[src/rtl/mpc_pkg.sv]
package mpc_pkg;
    localparam int UPC_W = 6;

    typedef enum logic [2:0] {D_NONE, D_MAR, D_MDR, D_IR, D_REG, D_PC} dest_e;
    typedef enum logic [2:0] {S_NONE, S_PC, S_ADS, S_MDR, S_REG, S_T, S_DISP} src_e;
    typedef enum logic [1:0] {RS_F0, RS_F1, RS_F2, RS_ZERO} rsel_e;
    typedef enum logic [2:0] {ALU_NONE, ALU_PASS, ALU_ADD, ALU_SUB, ALU_INC} alu_e;
    typedef enum logic [1:0] {M_NONE, M_RD, M_WR} mem_e;
    typedef enum logic [2:0] {Q_NEXT, Q_JUMP, Q_WAIT, Q_DECODE, Q_TESTCC, Q_TRAP, Q_STOP} seq_e;

    typedef struct packed {
        dest_e             dest;
        src_e              src;
        rsel_e             rsel;
        logic              asel_b;
        logic              bmux_bus;
        alu_e              alu;
        mem_e              mem;
        logic              pcinc;
        seq_e              seq;
        logic [UPC_W-1:0]  target;
    } uop_t;

    localparam logic [UPC_W-1:0] U_FETCH = 6'd0;
    localparam logic [UPC_W-1:0] U_LD    = 6'd3;
    localparam logic [UPC_W-1:0] U_ST    = 6'd6;
    localparam logic [UPC_W-1:0] U_LDR   = 6'd9;
    localparam logic [UPC_W-1:0] U_STR   = 6'd12;
    localparam logic [UPC_W-1:0] U_MOV   = 6'd15;
    localparam logic [UPC_W-1:0] U_ADD   = 6'd17;
    localparam logic [UPC_W-1:0] U_CMP   = 6'd19;
    localparam logic [UPC_W-1:0] U_INC   = 6'd20;
    localparam logic [UPC_W-1:0] U_JMP   = 6'd22;
    localparam logic [UPC_W-1:0] U_JAL   = 6'd24;
    localparam logic [UPC_W-1:0] U_JR    = 6'd26;
    localparam logic [UPC_W-1:0] U_ADDD  = 6'd27;
    localparam logic [UPC_W-1:0] U_TRAP  = 6'd32;
    localparam logic [UPC_W-1:0] U_BAD   = 6'd33;
endpackage

[src/rtl/mpc_ucode_rom.sv]
module mpc_ucode_rom
    import mpc_pkg::*;
#(
    parameter int DW = 16
) (
    input  logic [UPC_W-1:0] upc,
    input  logic [DW-1:0]    dec_word,
    output uop_t             uop,
    output logic [UPC_W-1:0] dispatch
);
    // control store: one horizontal word per micro-address
    always_comb begin
        uop = '0;
        case (upc)
            U_FETCH:     begin uop.dest = D_MAR; uop.src = S_PC; end
            U_FETCH+1:   begin uop.mem = M_RD; uop.seq = Q_WAIT; uop.target = U_FETCH + 6'd2; end
            U_FETCH+2:   begin uop.dest = D_IR; uop.src = S_MDR; uop.pcinc = 1'b1; uop.seq = Q_DECODE; end
            U_LD:        begin uop.dest = D_MAR; uop.src = S_ADS; end
            U_LD+1:      begin uop.mem = M_RD; uop.seq = Q_WAIT; uop.target = U_LD + 6'd2; end
            U_LD+2:      begin uop.dest = D_REG; uop.src = S_MDR; uop.rsel = RS_F0; uop.seq = Q_JUMP; end
            U_ST:        begin uop.dest = D_MAR; uop.src = S_ADS; end
            U_ST+1:      begin uop.dest = D_MDR; uop.src = S_REG; uop.rsel = RS_F0; end
            U_ST+2:      begin uop.mem = M_WR; uop.seq = Q_WAIT; end
            U_LDR:       begin uop.dest = D_MAR; uop.src = S_REG; uop.rsel = RS_F1; end
            U_LDR+1:     begin uop.mem = M_RD; uop.seq = Q_WAIT; uop.target = U_LDR + 6'd2; end
            U_LDR+2:     begin uop.dest = D_REG; uop.src = S_MDR; uop.rsel = RS_F2; uop.seq = Q_JUMP; end
            U_STR:       begin uop.dest = D_MAR; uop.src = S_REG; uop.rsel = RS_F2; end
            U_STR+1:     begin uop.dest = D_MDR; uop.src = S_REG; uop.rsel = RS_F1; end
            U_STR+2:     begin uop.mem = M_WR; uop.seq = Q_WAIT; end
            U_MOV:       begin uop.alu = ALU_PASS; end
            U_MOV+1:     begin uop.dest = D_REG; uop.src = S_T; uop.rsel = RS_F2; uop.seq = Q_JUMP; end
            U_ADD:       begin uop.alu = ALU_ADD; end
            U_ADD+1:     begin uop.dest = D_REG; uop.src = S_T; uop.rsel = RS_F1; uop.seq = Q_JUMP; end
            U_CMP:       begin uop.alu = ALU_SUB; uop.seq = Q_JUMP; end
            U_INC:       begin uop.alu = ALU_INC; end
            U_INC+1:     begin uop.dest = D_REG; uop.src = S_T; uop.rsel = RS_F1; uop.seq = Q_JUMP; end
            U_JMP:       begin uop.seq = Q_TESTCC; end
            U_JMP+1:     begin uop.dest = D_PC; uop.src = S_ADS; uop.seq = Q_JUMP; end
            U_JAL:       begin uop.dest = D_REG; uop.src = S_PC; uop.rsel = RS_F0; end
            U_JAL+1:     begin uop.dest = D_PC; uop.src = S_ADS; uop.seq = Q_JUMP; end
            U_JR:        begin uop.dest = D_PC; uop.src = S_REG; uop.rsel = RS_F1; uop.seq = Q_JUMP; end
            U_ADDD:      begin uop.src = S_DISP; uop.asel_b = 1'b1; uop.bmux_bus = 1'b1; uop.alu = ALU_ADD; end
            U_ADDD+1:    begin uop.dest = D_MAR; uop.src = S_T; end
            U_ADDD+2:    begin uop.mem = M_RD; uop.seq = Q_WAIT; uop.target = U_ADDD + 6'd3; end
            U_ADDD+3:    begin uop.src = S_MDR; uop.bmux_bus = 1'b1; uop.alu = ALU_ADD; end
            U_ADDD+4:    begin uop.dest = D_REG; uop.src = S_T; uop.rsel = RS_F1; uop.seq = Q_JUMP; end
            U_TRAP:      begin uop.src = S_REG; uop.rsel = RS_ZERO; uop.seq = Q_TRAP; end
            default:     begin uop.seq = Q_STOP; end
        endcase
    end

    // two-level dispatch: major op, then extended op for op 7
    always_comb begin
        dispatch = U_BAD;
        case (dec_word[15:13])
            3'd0: dispatch = U_LD;
            3'd1: dispatch = U_ST;
            3'd2: dispatch = U_JMP;
            3'd3: dispatch = U_JAL;
            3'd7: begin
                case (dec_word[12:9])
                    4'd0:    dispatch = U_MOV;
                    4'd1:    dispatch = U_LDR;
                    4'd2:    dispatch = U_STR;
                    4'd3:    dispatch = U_ADD;
                    4'd4:    dispatch = U_CMP;
                    4'd5:    dispatch = U_INC;
                    4'd6:    dispatch = U_JR;
                    4'd7:    dispatch = U_ADDD;
                    4'd8:    dispatch = U_TRAP;
                    default: dispatch = U_BAD;
                endcase
            end
            default: dispatch = U_BAD;
        endcase
    end
endmodule

[src/rtl/mpc_alu.sv]
module mpc_alu
    import mpc_pkg::*;
#(
    parameter int DW = 16
) (
    input  logic [DW-1:0] a,
    input  logic [DW-1:0] b,
    input  alu_e          op,
    output logic [DW-1:0] res,
    output logic          zf,
    output logic          sf
);
    always_comb begin
        case (op)
            ALU_PASS: res = a;
            ALU_ADD:  res = a + b;
            ALU_SUB:  res = a - b;
            ALU_INC:  res = a + {{(DW-1){1'b0}}, 1'b1};
            default:  res = a;
        endcase
        zf = (res == '0);
        sf = res[DW-1];
    end
endmodule

[src/rtl/mpc_regfile.sv]
module mpc_regfile #(
    parameter int DW   = 16,
    parameter int NREG = 8,
    localparam int RW  = $clog2(NREG)
) (
    input  logic          clk,
    input  logic          we,
    input  logic [RW-1:0] waddr,
    input  logic [DW-1:0] wdata,
    input  logic [RW-1:0] ra_bus,
    output logic [DW-1:0] rd_bus,
    input  logic [RW-1:0] ra_a,
    output logic [DW-1:0] rd_a,
    input  logic [RW-1:0] ra_b,
    output logic [DW-1:0] rd_b
);
    logic [DW-1:0] regs_q [NREG];

    always_ff @(posedge clk) begin
        if (we) regs_q[waddr] <= wdata;
    end

    assign rd_bus = regs_q[ra_bus];
    assign rd_a   = regs_q[ra_a];
    assign rd_b   = regs_q[ra_b];
endmodule

[src/rtl/mpc_core.sv]
module mpc_core
    import mpc_pkg::*;
#(
    parameter int DW   = 16,
    parameter int AW   = 10,
    parameter int NREG = 8
) (
    input  logic          clk,
    input  logic          rst_n,
    output logic [AW-1:0] mem_addr,
    output logic [DW-1:0] mem_wdata,
    output logic          mem_rd,
    output logic          mem_wr,
    input  logic          mem_ready,
    input  logic [DW-1:0] mem_rdata,
    output logic          out_valid,
    output logic [DW-1:0] out_data,
    output logic          halted
);
    localparam int RW    = $clog2(NREG);
    localparam int IRW   = 13;   // op bits are only needed at dispatch time
    localparam int ADS_W = 10;
    localparam int DSP_W = 3;

    typedef struct packed {
        logic [UPC_W-1:0] upc;
        logic [DW-1:0]    pc;
        logic [IRW-1:0]   ir;
        logic [AW-1:0]    mar;
        logic [DW-1:0]    mdr;
        logic [DW-1:0]    t;
        logic             z;
        logic             s;
        logic             halted;
        logic             ov;
        logic [DW-1:0]    od;
    } st_t;

    st_t q, d;

    uop_t             u;
    logic [UPC_W-1:0] disp_upc;
    logic [DW-1:0]    bus, rf_bus, rf_a, rf_b, alu_b, alu_res;
    logic             alu_z, alu_s, wen, cc_ok;
    logic [RW-1:0]    rsel_idx, a_idx;
    logic [2:0]       ccode, trap_code;

    mpc_ucode_rom #(.DW(DW)) u_rom (
        .upc      (q.upc),
        .dec_word (q.mdr),
        .uop      (u),
        .dispatch (disp_upc)
    );

    always_comb begin
        case (u.rsel)
            RS_F0:   rsel_idx = q.ir[12:10];
            RS_F1:   rsel_idx = q.ir[8:6];
            RS_F2:   rsel_idx = q.ir[5:3];
            default: rsel_idx = '0;
        endcase
        a_idx = u.asel_b ? q.ir[5:3] : q.ir[8:6];
    end

    mpc_regfile #(.DW(DW), .NREG(NREG)) u_rf (
        .clk    (clk),
        .we     (wen),
        .waddr  (rsel_idx),
        .wdata  (bus),
        .ra_bus (rsel_idx),
        .rd_bus (rf_bus),
        .ra_a   (a_idx),
        .rd_a   (rf_a),
        .ra_b   (q.ir[5:3]),
        .rd_b   (rf_b)
    );

    always_comb begin
        case (u.src)
            S_PC:    bus = q.pc;
            S_ADS:   bus = {{(DW-ADS_W){1'b0}}, q.ir[ADS_W-1:0]};
            S_MDR:   bus = q.mdr;
            S_REG:   bus = rf_bus;
            S_T:     bus = q.t;
            S_DISP:  bus = {{(DW-DSP_W){1'b0}}, q.ir[DSP_W-1:0]};
            default: bus = '0;
        endcase
    end

    // second ALU operand: register-B port or the internal bus
    assign alu_b = u.bmux_bus ? bus : rf_b;

    mpc_alu #(.DW(DW)) u_alu (
        .a   (rf_a),
        .b   (alu_b),
        .op  (u.alu),
        .res (alu_res),
        .zf  (alu_z),
        .sf  (alu_s)
    );

    assign ccode     = q.ir[12:10];
    assign trap_code = q.ir[8:6];

    always_comb begin
        case (ccode)
            3'd0:    cc_ok = 1'b1;
            3'd1:    cc_ok = q.z;
            3'd2:    cc_ok = !q.z;
            3'd3:    cc_ok = q.s;
            3'd4:    cc_ok = q.s || q.z;
            3'd5:    cc_ok = !q.s || !q.z;
            3'd6:    cc_ok = !q.s;
            default: cc_ok = 1'b0;
        endcase
    end

    always_comb begin
        d    = q;
        d.ov = 1'b0;
        wen  = 1'b0;
        if (!q.halted) begin
            case (u.dest)
                D_MAR:   d.mar = bus[AW-1:0];
                D_MDR:   d.mdr = bus;
                D_IR:    d.ir  = bus[IRW-1:0];
                D_PC:    d.pc  = bus;
                D_REG:   wen   = 1'b1;
                default: ;
            endcase
            if (u.mem == M_RD && mem_ready) d.mdr = mem_rdata;
            if (u.pcinc) d.pc = q.pc + {{(DW-1){1'b0}}, 1'b1};
            if (u.alu != ALU_NONE) d.t = alu_res;
            if (u.alu == ALU_SUB) begin
                d.z = alu_z;
                d.s = alu_s;
            end
            case (u.seq)
                Q_NEXT:   d.upc = q.upc + 1'b1;
                Q_JUMP:   d.upc = u.target;
                Q_WAIT:   if (mem_ready) d.upc = u.target;
                Q_DECODE: d.upc = disp_upc;
                Q_TESTCC: d.upc = cc_ok ? q.upc + 1'b1 : U_FETCH;
                Q_TRAP: begin
                    if (trap_code == 3'd1) begin
                        d.ov  = 1'b1;
                        d.od  = bus;
                        d.upc = U_FETCH;
                    end else if (trap_code == 3'd0) begin
                        d.halted = 1'b1;
                    end else begin
                        d.upc = U_FETCH;
                    end
                end
                default:  d.halted = 1'b1;
            endcase
        end
    end

    always_ff @(posedge clk or negedge rst_n) begin
        if (!rst_n) q <= '0;
        else        q <= d;
    end

    assign mem_addr  = q.mar;
    assign mem_wdata = q.mdr;
    assign mem_rd    = (u.mem == M_RD) && !q.halted;
    assign mem_wr    = (u.mem == M_WR) && !q.halted;
    assign out_valid = q.ov;
    assign out_data  = q.od;
    assign halted    = q.halted;

    a_r12_one_strobe: assert property (@(posedge clk) disable iff (!rst_n)
        !(mem_rd && mem_wr));
    a_r2_rd_hold: assert property (@(posedge clk) disable iff (!rst_n)
        (mem_rd && !mem_ready) |=> (mem_rd && $stable(mem_addr)));
    a_r2_wr_hold: assert property (@(posedge clk) disable iff (!rst_n)
        (mem_wr && !mem_ready) |=> (mem_wr && $stable(mem_addr) && $stable(mem_wdata)));
    a_r11_halt_sticky: assert property (@(posedge clk) disable iff (!rst_n)
        halted |=> halted);
    a_r11_halt_quiet: assert property (@(posedge clk) disable iff (!rst_n)
        halted |=> (!mem_rd && !mem_wr && !out_valid));
    a_r10_single_pulse: assert property (@(posedge clk) disable iff (!rst_n)
        out_valid |=> !out_valid);
endmodule

[config.mk]
export PLATFORM = sky130hd
export DESIGN_NAME = mpc_core
export DESIGN_NICKNAME = d
export VERILOG_FILES = /design/src/rtl/mpc_pkg.sv /design/src/rtl/mpc_ucode_rom.sv /design/src/rtl/mpc_alu.sv /design/src/rtl/mpc_regfile.sv /design/src/rtl/mpc_core.sv
export SDC_FILE = /design/constraint.sdc
export NUM_CORES = 1
export LEC_CHECK = 0
export BUFFER_PORTS_ARGS = -buffer_cell sky130_fd_sc_hd__buf_2
export CAP_MARGIN = 20
export CORE_UTILIZATION = 50
export DETAILED_ROUTE_END_ITERATION = 8
export PLACE_DENSITY = 0.67
export SLEW_MARGIN = 15
export SYNTH_ARGS = -nofsm -noshare
export SYNTH_HDL_FRONTEND = slang
export SYNTH_SLANG_ARGS = --single-unit
[constraint.sdc]
create_clock -name clk -period 6.65 [get_ports clk]
set_clock_uncertainty 0.1 [all_clocks]
set_input_delay 0.3325 -clock clk [delete_from_list [all_inputs] [get_ports clk]]
set_output_delay 0.3325 -clock clk [all_outputs]
set_load 0.01 [all_outputs]
==> impl_metrics.csv <==
group,metric,value,unit
routing,drtPass1Iterations,6,
cts,clockBufferDepth,3,
synthesis,syn_inst,1657,
final_layout,nNetsFinal,1769,
synthesis,yosysSeqAreaShare,40.4,%
place,place_inst,2077,
timing,relSlewSlack,26.3,%
global_routing,grt_start_max_net_pins,71,
synthesis,yosysWarnings,0,
setup_path,worstPathRequired,6970,ps
setup_path,cpPeakStageDelay,450,ps
floorplan,die_area,0.0318,mm^2
timing,period_share,96.5,%
timing,clock.fmax,156,MHz
setup_path,cp_slowest_cell,"a2111o_1",
routing,post_drt_wl_per_cell,24.5,um
pwr,power.density,564,mW/mm^2
routing,dr.first_iter.drc_count,1508,
global_routing,grt_pass1_wl,78.6,mm
routing,wl,52.5,mm
cts,cts_made_buffers,26,
routing,drc_errors,0,
routing,wl_met3,4.49,mm
cts,htree_levels,1,
timing,slew_violations,0,
run,drv_cap,0,
synthesis,synth-edff-count,128,
floorplan,coreArea,0.0306,mm^2
hold_path,holdPathStages,4,
synthesis,synth_area_per_cell,9.38,um^2
cts,clkLatencyLatePin,550,ps
global_routing,antenna_found_initial,0,
setup_path,cp-end-kind,"flop",
setup_path,r2r_cells,27,
synthesis,ys_ff_latch,225,
synthesis,synth_ff_type,"edfxtp_1",
timing,finalCriticalPeriod,6420,ps
pwr,p_leak,6.99,nW
floorplan,die_w,178,um
floorplan,rows,64,
global_routing,grt_overflow,0,
hold_path,min-delay-start,"mem_rdata[5]",
timing,whs,22.4,ps
global_routing,grt_use_total,33.3,%
setup_path,cp_num_buf_inv,3,
routing,dr_wl_met2,24.1,mm
final_layout,multi_input_area,0.00843,mm^2
timing,setup_tns,0,ps
global_routing,grt_pass1_vias,13000,
routing,vias,13700,
timing,hold_viol,0,
final_layout,num_antenna_cells,0,
setup_path,path_max_fanout,9,
setup_path,arrival,6740,ps
floorplan,ios,65,
setup_path,startpoint,"q[92]",
routing,ant_nets,0,
routing,wl_met1,21.7,mm
hold_path,hold_path.class,"in2reg",
synthesis,async_flop_share,43.1,%
cts,cts.sinks,225,
place,place_congestion,1.02,
place,dp_hpwl,38.3,mm
pwr,ir_drop,344,uV
setup_path,crit_family,"compound AO/OA/AOI/OAI gates",
final_layout,fin_cells,2139,
setup_path,path_class,"reg2reg",
outcome,status,"finished clean",
final_layout,syn_to_final_growth,12.5,%
cts,clk_pin_slew,60,ps
synthesis,ys_types,117,
timing,worst_pin_slew,1100,ps
final_layout,utilization,57.2,%
pwr,fin_total_pwr,9.87,mW
cts,cts_root_buf,"clkbuf_16",
synthesis,syn_area,0.0155,mm^2
final_layout,seqCellArea,0.00628,mm^2
setup_path,cp-start-kind,"flop",
final_layout,drive_above_1_share,21.6,%
timing,grt_setup_unrepaired,"yes",
timing,setup_viol_count_final,0,
place,numPortBuffers,64,
routing,via_per_inst,6.41,
floorplan,die_y,178,um
setup_path,ff2ff_setup_slack,230,ps
final_layout,nFillCells,2702,
floorplan,start_util,50.8,%
synthesis,syn_nets,1703,
setup_path,timing.rr.start,"q[92]",
setup_path,cp_num_cells,27,
cts,cts_tree,"yes",
routing,top_layer,"met4",
[cell type report]
class,instances,area share (%)
clock buffers,34,4.13
clock inverters,14,0.622
flip-flops and latches,225,35.9
repair buffers,192,7.50
well taps,396,2.83
inverters,39,0.837
multi-input cells,1239,48.2
[per-stage QoR]
| stage | setup slack, ps | cell area (um^2) |
|---|---|---|
| 3_3_place_gp | 142 | 16400 |
| 4_1_cts | 73.0 | 17300 |
| 5_1_grt | -69.4 | 17500 |
| 6_report | 230 | 17500 |
| 3_5_place_dp | 28.4 | 16400 |
| 2_1_floorplan | 787 | 15500 |
[cells in the final DEF, fill, tap and decap left out, types with 6 or more instances in the layout]
cell and n:
a21o_1 6, a21oi_1 80, a22oi_1 8, a31oi_1 25, a32oi_1 6, and2_1 9, and3_1 11, buf_2 63
buf_4 123, clkbuf_16 27, dfrtp_1 92, edfxtp_1 128, ha_1 25, inv_1 38, mux2_2 33, mux2i_1 80
mux4_2 32, nand2_1 279, nand2b_1 10, nand3_1 89, nand4_1 14, nor2_1 107, nor2b_1 12, nor3_1 22
o211ai_1 11, o21a_1 8, o21ai_0 138, o221ai_1 12, o22ai_1 23, o31ai_1 12, xnor2_1 13, xor2_1 11
[repair_timing]
item | 4_1_cts | 5_1_grt
endpoints found under the hold margin | 29 | 0
endpoints found under the setup margin | 1 | 5
pin swaps | 0 | 7
gates resized for setup | 0 | 27
setup buffers | 4 | 6
hold buffers | 3 | 0
[final timing paths]
check                                    end
worst max-delay path                   q[35]
worst max register to register         q[35]
max in group asynchronous              q[94]
worst min register to register  out_data[10]
worst min-delay path            mem_wdata[5]
min in group asynchronous        out_data[7]
[tightest hold or removal path, delay by kind of cell]
kind | cells | cell delay, ps
multiplexers | 1 | 140
AND/OR/NAND/NOR | 1 | 30
buffers and inverters | 1 | 80
AO/OA/AOI/OAI | 1 | 60
[cells by family (layout without fill, tap and decap cells)]
| group | after synthesis | count (layout) | share of synthesized area (%) |
|---|---|---|---|
| compound gates | 413 | 413 | 17.6 |
| xor+xnor | 24 | 24 | 1.35 |
| fa+ha+maj | 27 | 27 | 2.22 |
| buf+inv | 193 | 279 | 6.45 |
| flops | 225 | 225 | 40.4 |
| mux | 153 | 153 | 12.9 |
| simple gates | 622 | 622 | 19.1 |
[cells in the mapped netlist (6+ instances only)]
cell | count | share of area [%]
xor2_1 | 11 | 0.62
mux2_2 | 33 | 2.4
a21o_1 | 6 | 0.29
o21ai_0 | 139 | 4.5
nand2_1 | 279 | 6.7
nand3_1 | 89 | 2.9
a32oi_1 | 6 | 0.34
buf_4 | 47 | 2.3
o221ai_1 | 12 | 0.68
nor3_1 | 22 | 0.71
nor2_1 | 107 | 2.6
edfxtp_1 | 128 | 25
dfrtp_1 | 97 | 16
o31ai_1 | 12 | 0.58
o211ai_1 | 11 | 0.53
nand4_1 | 14 | 0.56
nand2b_1 | 10 | 0.40
mux2i_1 | 83 | 5.3
xnor2_1 | 13 | 0.73
o21a_1 | 9 | 0.43
nor2b_1 | 12 | 0.48
and2_1 | 11 | 0.44
mux4_2 | 32 | 4.6
and3_1 | 12 | 0.48
a22oi_1 | 9 | 0.43
a31oi_1 | 28 | 1.1
buf_6 | 9 | 0.65
ha_1 | 26 | 2.1
a21oi_1 | 82 | 2.6
o22ai_1 | 24 | 0.97
buf_2 | 27 | 0.87
clkbuf_1 | 66 | 1.6
inv_1 | 38 | 0.92
[registers in the layout (all words and copies together), names as in the netlist]
name and cells:
ccode 3, mem_addr 10, mem_wdata 16, halted 1, q 50, out_valid 1, out_data 16, u_rf.regs_q 128
[layer usage]
metal | vias to the layer above | global-route usage (%)
li1 | 6188 | -
met5 | - | 0
met2 | 718 | 54.2
met3 | 127 | 5.63
met4 | 0 | 13.1
met1 | 6683 | 44.3
[report_power, final]
group	switching (mW)	total [mW]	internal, mW
sequential	0.286	2.28	2.00
combinational	3.90	6.19	2.30
clock	0.595	1.40	0.803
total	4.78	9.87	5.09
Note: power is estimated with default switching activity, not from simulation.
